[src/rtl/prom_op_pkg.sv]
package prom_op_pkg;

    typedef enum logic [1:0] {
        ST_IDLE   = 2'd0,
        ST_TRY    = 2'd1,
        ST_REPEAT = 2'd2
    } op_state_t;

    typedef struct packed {
        logic ok;
        logic addr_bad;
        logic pwr_bad;
        logic no_pass;
    } op_status_t;

endpackage

[src/rtl/prom_addr_chk.sv]
module prom_addr_chk #(
    parameter int ADDR_W  = 12,
    parameter int WORD_AW = 8
) (
    input  logic [ADDR_W-1:0] addr_i,
    output logic              in_range_o
);
    generate
        if (ADDR_W > WORD_AW) begin : g_upper
            assign in_range_o = ~|addr_i[ADDR_W-1:WORD_AW];
        end else begin : g_full
            assign in_range_o = 1'b1;
        end
    endgenerate
endmodule

[src/rtl/prom_retry_calc.sv]
module prom_retry_calc #(
    parameter int MAX_ATT = 49,
    parameter int REP_MUL = 4,
    parameter int REP_ADD = 5,
    parameter int ATT_W   = 6,
    parameter int REP_W   = 8
) (
    input  logic [ATT_W-1:0] att_i,
    output logic             last_try_o,
    output logic [REP_W-1:0] rep_cnt_o
);
    assign last_try_o = (att_i >= ATT_W'(MAX_ATT));
    assign rep_cnt_o  = REP_W'(REP_MUL) * REP_W'(att_i) + REP_W'(REP_ADD);
endmodule

[src/rtl/prom_op_ctrl.sv]
module prom_op_ctrl
    import prom_op_pkg::*;
#(
    parameter int ADDR_W  = 12,
    parameter int WORD_AW = 8,
    parameter int MAX_ATT = 49,
    parameter int REP_MUL = 4,
    parameter int REP_ADD = 5
) (
    input  logic              clk,
    input  logic              rst_n,
    input  logic              start_i,
    input  logic              op_prog_i,
    input  logic [ADDR_W-1:0] addr_i,
    input  logic              pwr_ok_i,
    output logic              cyc_start_o,
    input  logic              cyc_done_i,
    input  logic              cmp_pass_i,
    output logic              data_en_o,
    output logic              done_o,
    output logic              addr_err_o,
    output logic              hw_err_o,
    output logic              prog_fail_o,
    output logic              busy_o
);
    localparam int ATT_W   = $clog2(MAX_ATT + 1);
    localparam int REP_MAX = REP_MUL * MAX_ATT + REP_ADD;
    localparam int REP_W   = $clog2(REP_MAX + 1);

    typedef struct packed {
        op_state_t        st;
        logic [ATT_W-1:0] att;
        logic [REP_W-1:0] rep;
        logic             cyc_start;
        logic             data_en;
        op_status_t       stat;
    } ctrl_t;

    ctrl_t c_d, c_q;

    logic             in_range;
    logic             last_try;
    logic [REP_W-1:0] rep_cnt;

    prom_addr_chk #(
        .ADDR_W (ADDR_W),
        .WORD_AW(WORD_AW)
    ) u_addr_chk (
        .addr_i    (addr_i),
        .in_range_o(in_range)
    );

    prom_retry_calc #(
        .MAX_ATT(MAX_ATT),
        .REP_MUL(REP_MUL),
        .REP_ADD(REP_ADD),
        .ATT_W  (ATT_W),
        .REP_W  (REP_W)
    ) u_retry_calc (
        .att_i     (c_q.att),
        .last_try_o(last_try),
        .rep_cnt_o (rep_cnt)
    );

    always_comb begin
        c_d           = c_q;
        c_d.cyc_start = 1'b0;
        c_d.data_en   = 1'b0;
        c_d.stat      = '0;
        case (c_q.st)
            ST_IDLE: begin
                if (start_i) begin
                    if (!in_range) begin
                        c_d.stat.addr_bad = 1'b1;
                    end else if (!op_prog_i) begin
                        c_d.data_en = 1'b1;
                        c_d.stat.ok = 1'b1;
                    end else if (!pwr_ok_i) begin
                        c_d.stat.pwr_bad = 1'b1;
                    end else begin
                        c_d.st        = ST_TRY;
                        c_d.att       = ATT_W'(1);
                        c_d.cyc_start = 1'b1;
                    end
                end
            end
            ST_TRY: begin
                if (cyc_done_i) begin
                    if (cmp_pass_i) begin
                        c_d.st        = ST_REPEAT;
                        c_d.rep       = rep_cnt;
                        c_d.cyc_start = 1'b1;
                    end else if (last_try) begin
                        c_d.st           = ST_IDLE;
                        c_d.stat.no_pass = 1'b1;
                    end else begin
                        c_d.att       = c_q.att + ATT_W'(1);
                        c_d.cyc_start = 1'b1;
                    end
                end
            end
            ST_REPEAT: begin
                if (cyc_done_i) begin
                    if (c_q.rep == REP_W'(1)) begin
                        c_d.st      = ST_IDLE;
                        c_d.stat.ok = 1'b1;
                    end else begin
                        c_d.rep       = c_q.rep - REP_W'(1);
                        c_d.cyc_start = 1'b1;
                    end
                end
            end
            default: c_d.st = ST_IDLE;
        endcase
    end

    always_ff @(posedge clk or negedge rst_n) begin
        if (!rst_n) begin
            c_q <= '0;
        end else begin
            c_q <= c_d;
        end
    end

    assign cyc_start_o = c_q.cyc_start;
    assign data_en_o   = c_q.data_en;
    assign done_o      = c_q.stat.ok;
    assign addr_err_o  = c_q.stat.addr_bad;
    assign hw_err_o    = c_q.stat.pwr_bad;
    assign prog_fail_o = c_q.stat.no_pass;
    assign busy_o      = (c_q.st != ST_IDLE);
endmodule

[config.mk]
export PLATFORM = sky130hd
export DESIGN_NAME = prom_op_ctrl
export DESIGN_NICKNAME = d
export VERILOG_FILES = /design/src/rtl/prom_op_pkg.sv /design/src/rtl/prom_addr_chk.sv /design/src/rtl/prom_retry_calc.sv /design/src/rtl/prom_op_ctrl.sv
export SDC_FILE = /design/constraint.sdc
export NUM_CORES = 1
export LEC_CHECK = 0
export CORE_ASPECT_RATIO = 0.9
export CORE_MARGIN = 8
export CORE_UTILIZATION = 47
export CTS_BUF_LIST = sky130_fd_sc_hd__clkbuf_8
export DETAILED_ROUTE_END_ITERATION = 10
export PLACE_DENSITY = 0.78
export SETUP_SLACK_MARGIN = 0.05
export SLEW_MARGIN = 40
export SYNTH_ARGS = -nofsm -noshare
export SYNTH_HDL_FRONTEND = slang
export SYNTH_SLANG_ARGS = --single-unit
export TNS_END_PERCENT = 50
[constraint.sdc]
create_clock -name clk -period 2 [get_ports clk]
set_clock_uncertainty 0.15 [all_clocks]
set_input_delay 0.4 -clock clk [delete_from_list [all_inputs] [get_ports clk]]
set_output_delay 0.4 -clock clk [all_outputs]
set_load 0.02 [all_outputs]
Yosys cells after proc, flatten, opt, wreduce, memory -nomap -nowiden
Index checks and enable logic that the tools add are counted.

Register bits: 22. Latch bits: 0. RAM bits: 0. ROM bits: 0. Output and inout bits: 7. Logic and storage cells: 74. Memories kept: 0.

$add $sub $neg: 3. $mul: 0. Div/mod/pow operators: 0. $lt $le $gt $ge: 1. Equal/unequal tests: 15. Shift-type cells: 0. Mux-type cells: 38. Bitwise operators: 0. Reduce and logical (&&, ||, !) cells: 8.

Operators with widths (count): 2-to-1 mux 8 bit (5); inequality test 2 bit (second input constant) (11); 2-to-1 mux 9 bit (2); 2-to-1 mux 17 bit (1); case mux 8 bit (2 select lines) (1); AND reduction 8 bit (2); 2-to-1 mux 1 bit (15); 2-to-1 mux 2 bit (6); 2-to-1 mux 6 bit (2); case mux 6 bit (2 select lines) (1); adder 8 x 3 -> 8 bit (second input constant) (1); equality test 8 x 1 -> 1 bit (second input constant) (1); subtractor 8 x 1 -> 8 bit (second input constant) (1); adder 6 x 1 -> 6 bit (second input constant) (1); greater-or-equal comparator 6 bit (second input constant) (1); case mux 2 bit (3 select lines) (1); nonzero test 2 bit (3); 2-to-1 mux 5 bit (1); AND reduction 5 bit (1); OR reduction 4 bit (1); 2-to-1 mux 3 bit (1); inequality test 3 bit (second input constant) (1); case mux 1 bit (3 select lines) (1); equality test 2 x 1 -> 1 bit (second input constant) (1); other kinds (3) (3).

Longest topological paths before layout
Depth in word-level cells: 5. Mapped depth: 9. Gate-level depth less buffers: 7.

Hierarchy
Synthesis repeated with hierarchy kept, for this count alone.

Cell total of the unflattened synthesis: 156. Area, all modules: 1463.9 µm².

By module, submodules not included: prom_op_ctrl (instances 1, cells each 136, area each 1306.3 µm², sequential area each 550.5 µm²); prom_retry_calc (instances 1, cells each 19, area each 145.1 µm², sequential area each 0.0 µm²); prom_addr_chk (instances 1, cells each 1, area each 12.5 µm², sequential area each 0.0 µm²).

Worst setup path after synthesis
Ideal clock, no wire load.

Kind: reg-to-reg. From: register c_q[7] (netlist name). To: register c_q[8] (netlist name). Arrival time: 1751 ps. Slack: -22 ps. Cell stages (with the launch flop): 9. Path buffers: 2. Period minus slack after synthesis: 2022 ps. Cell sequence: dfrtp_1 -> inv_1 -> ha_1 -> or4b_1 -> buf_2 -> o211ai_2 -> buf_6 -> o22ai_1 -> a22o_1.

Longest elaborated chain between the ends: 4. Elaborated cells between the ends (all ways): 7. Classes of those cells: 1 x add/sub; 2 x eq/ne; 3 x mux; 1 x reduce/logical.

RTL lines: start, declared (line prom_op_ctrl.sv:39) `ctrl_t c_d, c_q;`; start signal, assigned (line prom_op_ctrl.sv:119) `c_q <= '0;`; start signal, assigned (line prom_op_ctrl.sv:121) `c_q <= c_d;`; subtractor 8 x 1 -> 8 bit (line prom_op_ctrl.sv:108) `c_d.rep = c_q.rep - REP_W'(1);`; 2-to-1 mux 9 bit (line prom_op_ctrl.sv:104) `if (c_q.rep == REP_W'(1)) begin`; 2-to-1 mux 9 bit (line prom_op_ctrl.sv:103) `if (cyc_done_i) begin`; case mux 8 bit (2 select lines) (line prom_op_ctrl.sv:70) `case (c_q.st)`.

Parallel ways exist; a longest one is shown, timed or not. The select of a mux whose other input is x is not followed. A chain may end at the register's enable or synchronous reset.

Final worst setup path
From: register c_q[7] (netlist name). To: register c_q[9] (netlist name).

Same word-level chain as after synthesis.

==> results.md <==
* Outcome: complete, but fails checks
* Violated checks: negative setup slack
* Unrepaired setup endpoints after global routing: true
* Minimum clock period after layout at approximately 2.1 ns
* Cell type with the highest aggregate area in the netlist: dfrtp_1
* Critical path's top delay family: simple AND/OR/NAND/NOR gates
* Kind of end point of the critical path: flop
* Leak at about 0.87 nW
* Cell area after layout at between 1500 and 2000 sq um
* Total negative setup slack at -0.530 ns
* Core Box Area at roughly 2700 sq um
* Clock buffer count from CTS at 3
* Mapped Area at roughly 1300 sq um
* Clock network latency to the later pin of the worst-skew pair at 0.28 ns
* Distinct cell type count after synthesis at between 40 and 50
* Minimum setup slack among reg-to-reg paths at -0.10 ns
* Largest net degree at the start of global routing at 23
* Cell Chain, Critical Path: inv_2 -> ha_4 -> or4b_4 -> o211ai_4 -> buf_6 -> nor3_4 -> a31oi_1 -> o2bb2ai_1
* Top cells by area in the synthesized netlist: dfrtp_1 (43%), ha_1 (4.9%), nand2_1 (4.1%)
* Final hold slack at about 0.3 ns
* Number of hold violations in the final report at 0
* Area delta synth->final at 48.4%
* DIE AREA at roughly 4600 sq um
* Global-route wire length before repair at 6.56 mm
* Max Clock Freq at roughly 480 MHz
* Multi-input combinational cell area at between 700 and 800 sq um
* Proportion of layout cells with a drive suffix above 1 at between 20 and 30%
* Ports placed on the boundary at 26
* Path category of the worst min-delay check: in2async
* Worst reg2reg endpoint: c_q[9]
* Final worst-path setup slack at -0.103 ns
* Yosys synthesis warning count at 0
* Sum of internal, switching and leakage power at about 0.0023 W
* Arrival time of data at the critical path endpoint at approximately 2.1 ns
* Power density relative to cell area at roughly 1200 nW/um^2
* Worst R2R Path Depth at 8
* Slew at the pin with the worst max-slew slack at about 0.42 ns
* All-layer global routing usage at 17.9%
* Longest individual stage delay on the worst path at a little under 0.5 ns
* Number of nets produced by synthesis at roughly 170
* Initial cell density of the core at approximately 48%
* CTS tree: built
* Share of the cycle needed by the critical path after routing at 105%
* Number of synthesized register bits at 22
* Number of max-capacitance violations reported at 0
* First-iteration detailed-routing DRC count at roughly 120
* Instance area at placement at ~1700 sq um
* Slowest-stage cell, CP: or4b_4
* Clock net sink count at 22
* Routability congestion estimate from global placement at about 1.0
* Startpoint types: flop
* Synthesized instance count at approximately 140
* Post-synthesis sequential area ratio at between 40% and 50%
* Type of the worst setup path: reg2reg
* Largest fanout on the critical path at 5
* Via count of the first global-routing pass at approximately 1400
* DRC viols at 0
* Total grt overflow at 0
* Via count of the routed design at roughly 1300
* Share of Yosys cell area claimed by the top area cell type at 43.3%
* Average wire per cell in the routed design at ~18 um
* Post-synth ARST share at 100%
* Final standard cell utilization of the core at 70.9%
* FILL cells at roughly 180
* Normalized max-slew margin at 72.2%
* Placement Rows at 18
* H-Tree Level Count at 1
* EDFF count, synth at 0
* Post-CTS clock slew at the launch and capture registers of the worst setup and hold paths at about 0.09 ns
* Total buffers and inverters traversed by the critical path at 2
* Vertical die dimension at ~65 um
* Clk root buf: clkbuf_8
* Buffer depth of the longest clock path at 2
* Data required time at the worst endpoint at 2.02 ns
* Final number of max-transition violations at 0
* Largest vdd supply drop at about 0.7 mV
* Post-route antenna net violation count at 0
* Mean instance size in the synthesized netlist at about 9.0 sq um
* DIE WIDTH at 70.8 um
* Detailed Route WL at 3.94 mm
* Setup Viol. Count Final at 8
* Port Buf Inserts at 17
* Total iterations of the first detailed-routing run at 4
* Post-detail-place hpwl at 2.70 mm
* Drt via density at about 6.0
* Commonest register cell after synthesis: dfrtp_1
* Number of antenna violations at the first check in global routing at 0
* Area occupied by registers at about 550 sq um
* Worst reg2reg startpoint: c_q[7]
* Final antenna diode count at 0
* Final-stage net count at roughly 220
==> per-stage QoR <==
stage	std cells	setup WS, ns
CTS	222	-0.0276
global route	223	-0.142
finish	223	-0.103
floorplan	141	0.0324
detailed placement	212	-0.108
global placement	212	-0.0472
==> kinds of logic (layout without fill, tap and decap cells) <==
group	count (synthesis)	in the layout	share of synthesized area [%]
AOI/OAI and AO/OA	40	40	20.9
adders and majority gates	5	5	4.93
DFF	22	22	43.3
buffers and inverters	11	63	3.94
and+or+nand+nor	60	60	24.8
xor gates and xnor gates	3	3	2.07
==> layout make-up <==
type	count	area share, %
clock inverter	1	1.59
tap	30	1.99
sequential	22	29.2
inverter	7	1.39
multi-input combinational	108	40.2
timing repair buffer	52	23.4
clock buffer	3	2.19
==> per-layer routing <==
layer,GRT usage (%),wire length (um),vias up
met5,0,0,-
met4,11.1,197,0
met1,19.9,1580,636
met3,3.34,255,23
li1,-,-,619
met2,31.4,1910,67
==> flip-flops by register name (all words and copies together) (netlist names) <==
| signal | cells |
|---|---|
| hw_err_o | 1 |
| addr_err_o | 1 |
| prog_fail_o | 1 |
| data_en_o | 1 |
| c_q | 16 |
| done_o | 1 |
| cyc_start_o | 1 |
==> synth_stat cells, drive strengths merged (2+ instances only) <==
cell type  instances
a21o               2
nand2b             2
a21oi              9
xnor2              2
nor3b              2
clkbuf             2
or3                2
dfrtp             22
nor4               2
o211ai             4
buf                2
or2                2
a22o               4
inv                7
nor2              11
nand3              5
nor3               9
o22ai              5
nand2             14
o21ai             10
ha                 5
and3               3
==> report_power, final <==
part	internal (W)	switching (W)	leakage (nW)
Combinational	0.000547	0.000589	0.546
Clock	0.000268	0.000163	0.0357
Sequential	0.000565	0.000132	0.289
Total	0.00138	0.000884	0.871
==> placed cells by master (no fill, tap or decap), types with 4 or more instances in the layout <==
master	instances
dfrtp_1	22
o21ai_0	7
buf_4	31
a21oi_1	8
nor2_1	9
nor3_1	8
o22ai_1	4
inv_1	6
clkdlybuf4s50_1	16
nand2_1	13
a22o_1	4
nand3_1	4
ha_1	4
==> worst max-delay path by stage <==
stage,cells after the start,startpoint,slack [ns],endpoint
after floorplan,8,c_q[7],0.03,c_q[8]
after global placement,6,addr_i[9],-0.05,c_q[17]
after detailed placement,6,cyc_done_i,-0.11,c_q[11]
after CTS,7,c_q[7],-0.03,c_q[11]
after global routing,8,c_q[7],-0.14,c_q[9]
final,8,c_q[7],-0.10,c_q[9]
==> what timing repair did <==
| item | 4_1_cts | 5_1_grt |
|---|---|---|
| pin swaps | 4 | 5 |
| buffers inserted | 5 | 1 |
| hold buffers | 0 | 0 |
| endpoints found under the setup margin | 15 | 15 |
| gates resized for setup | 12 | 7 |
| gates cloned | 1 | 0 |
No activity file was read; power rests on OpenSTA's default activity.
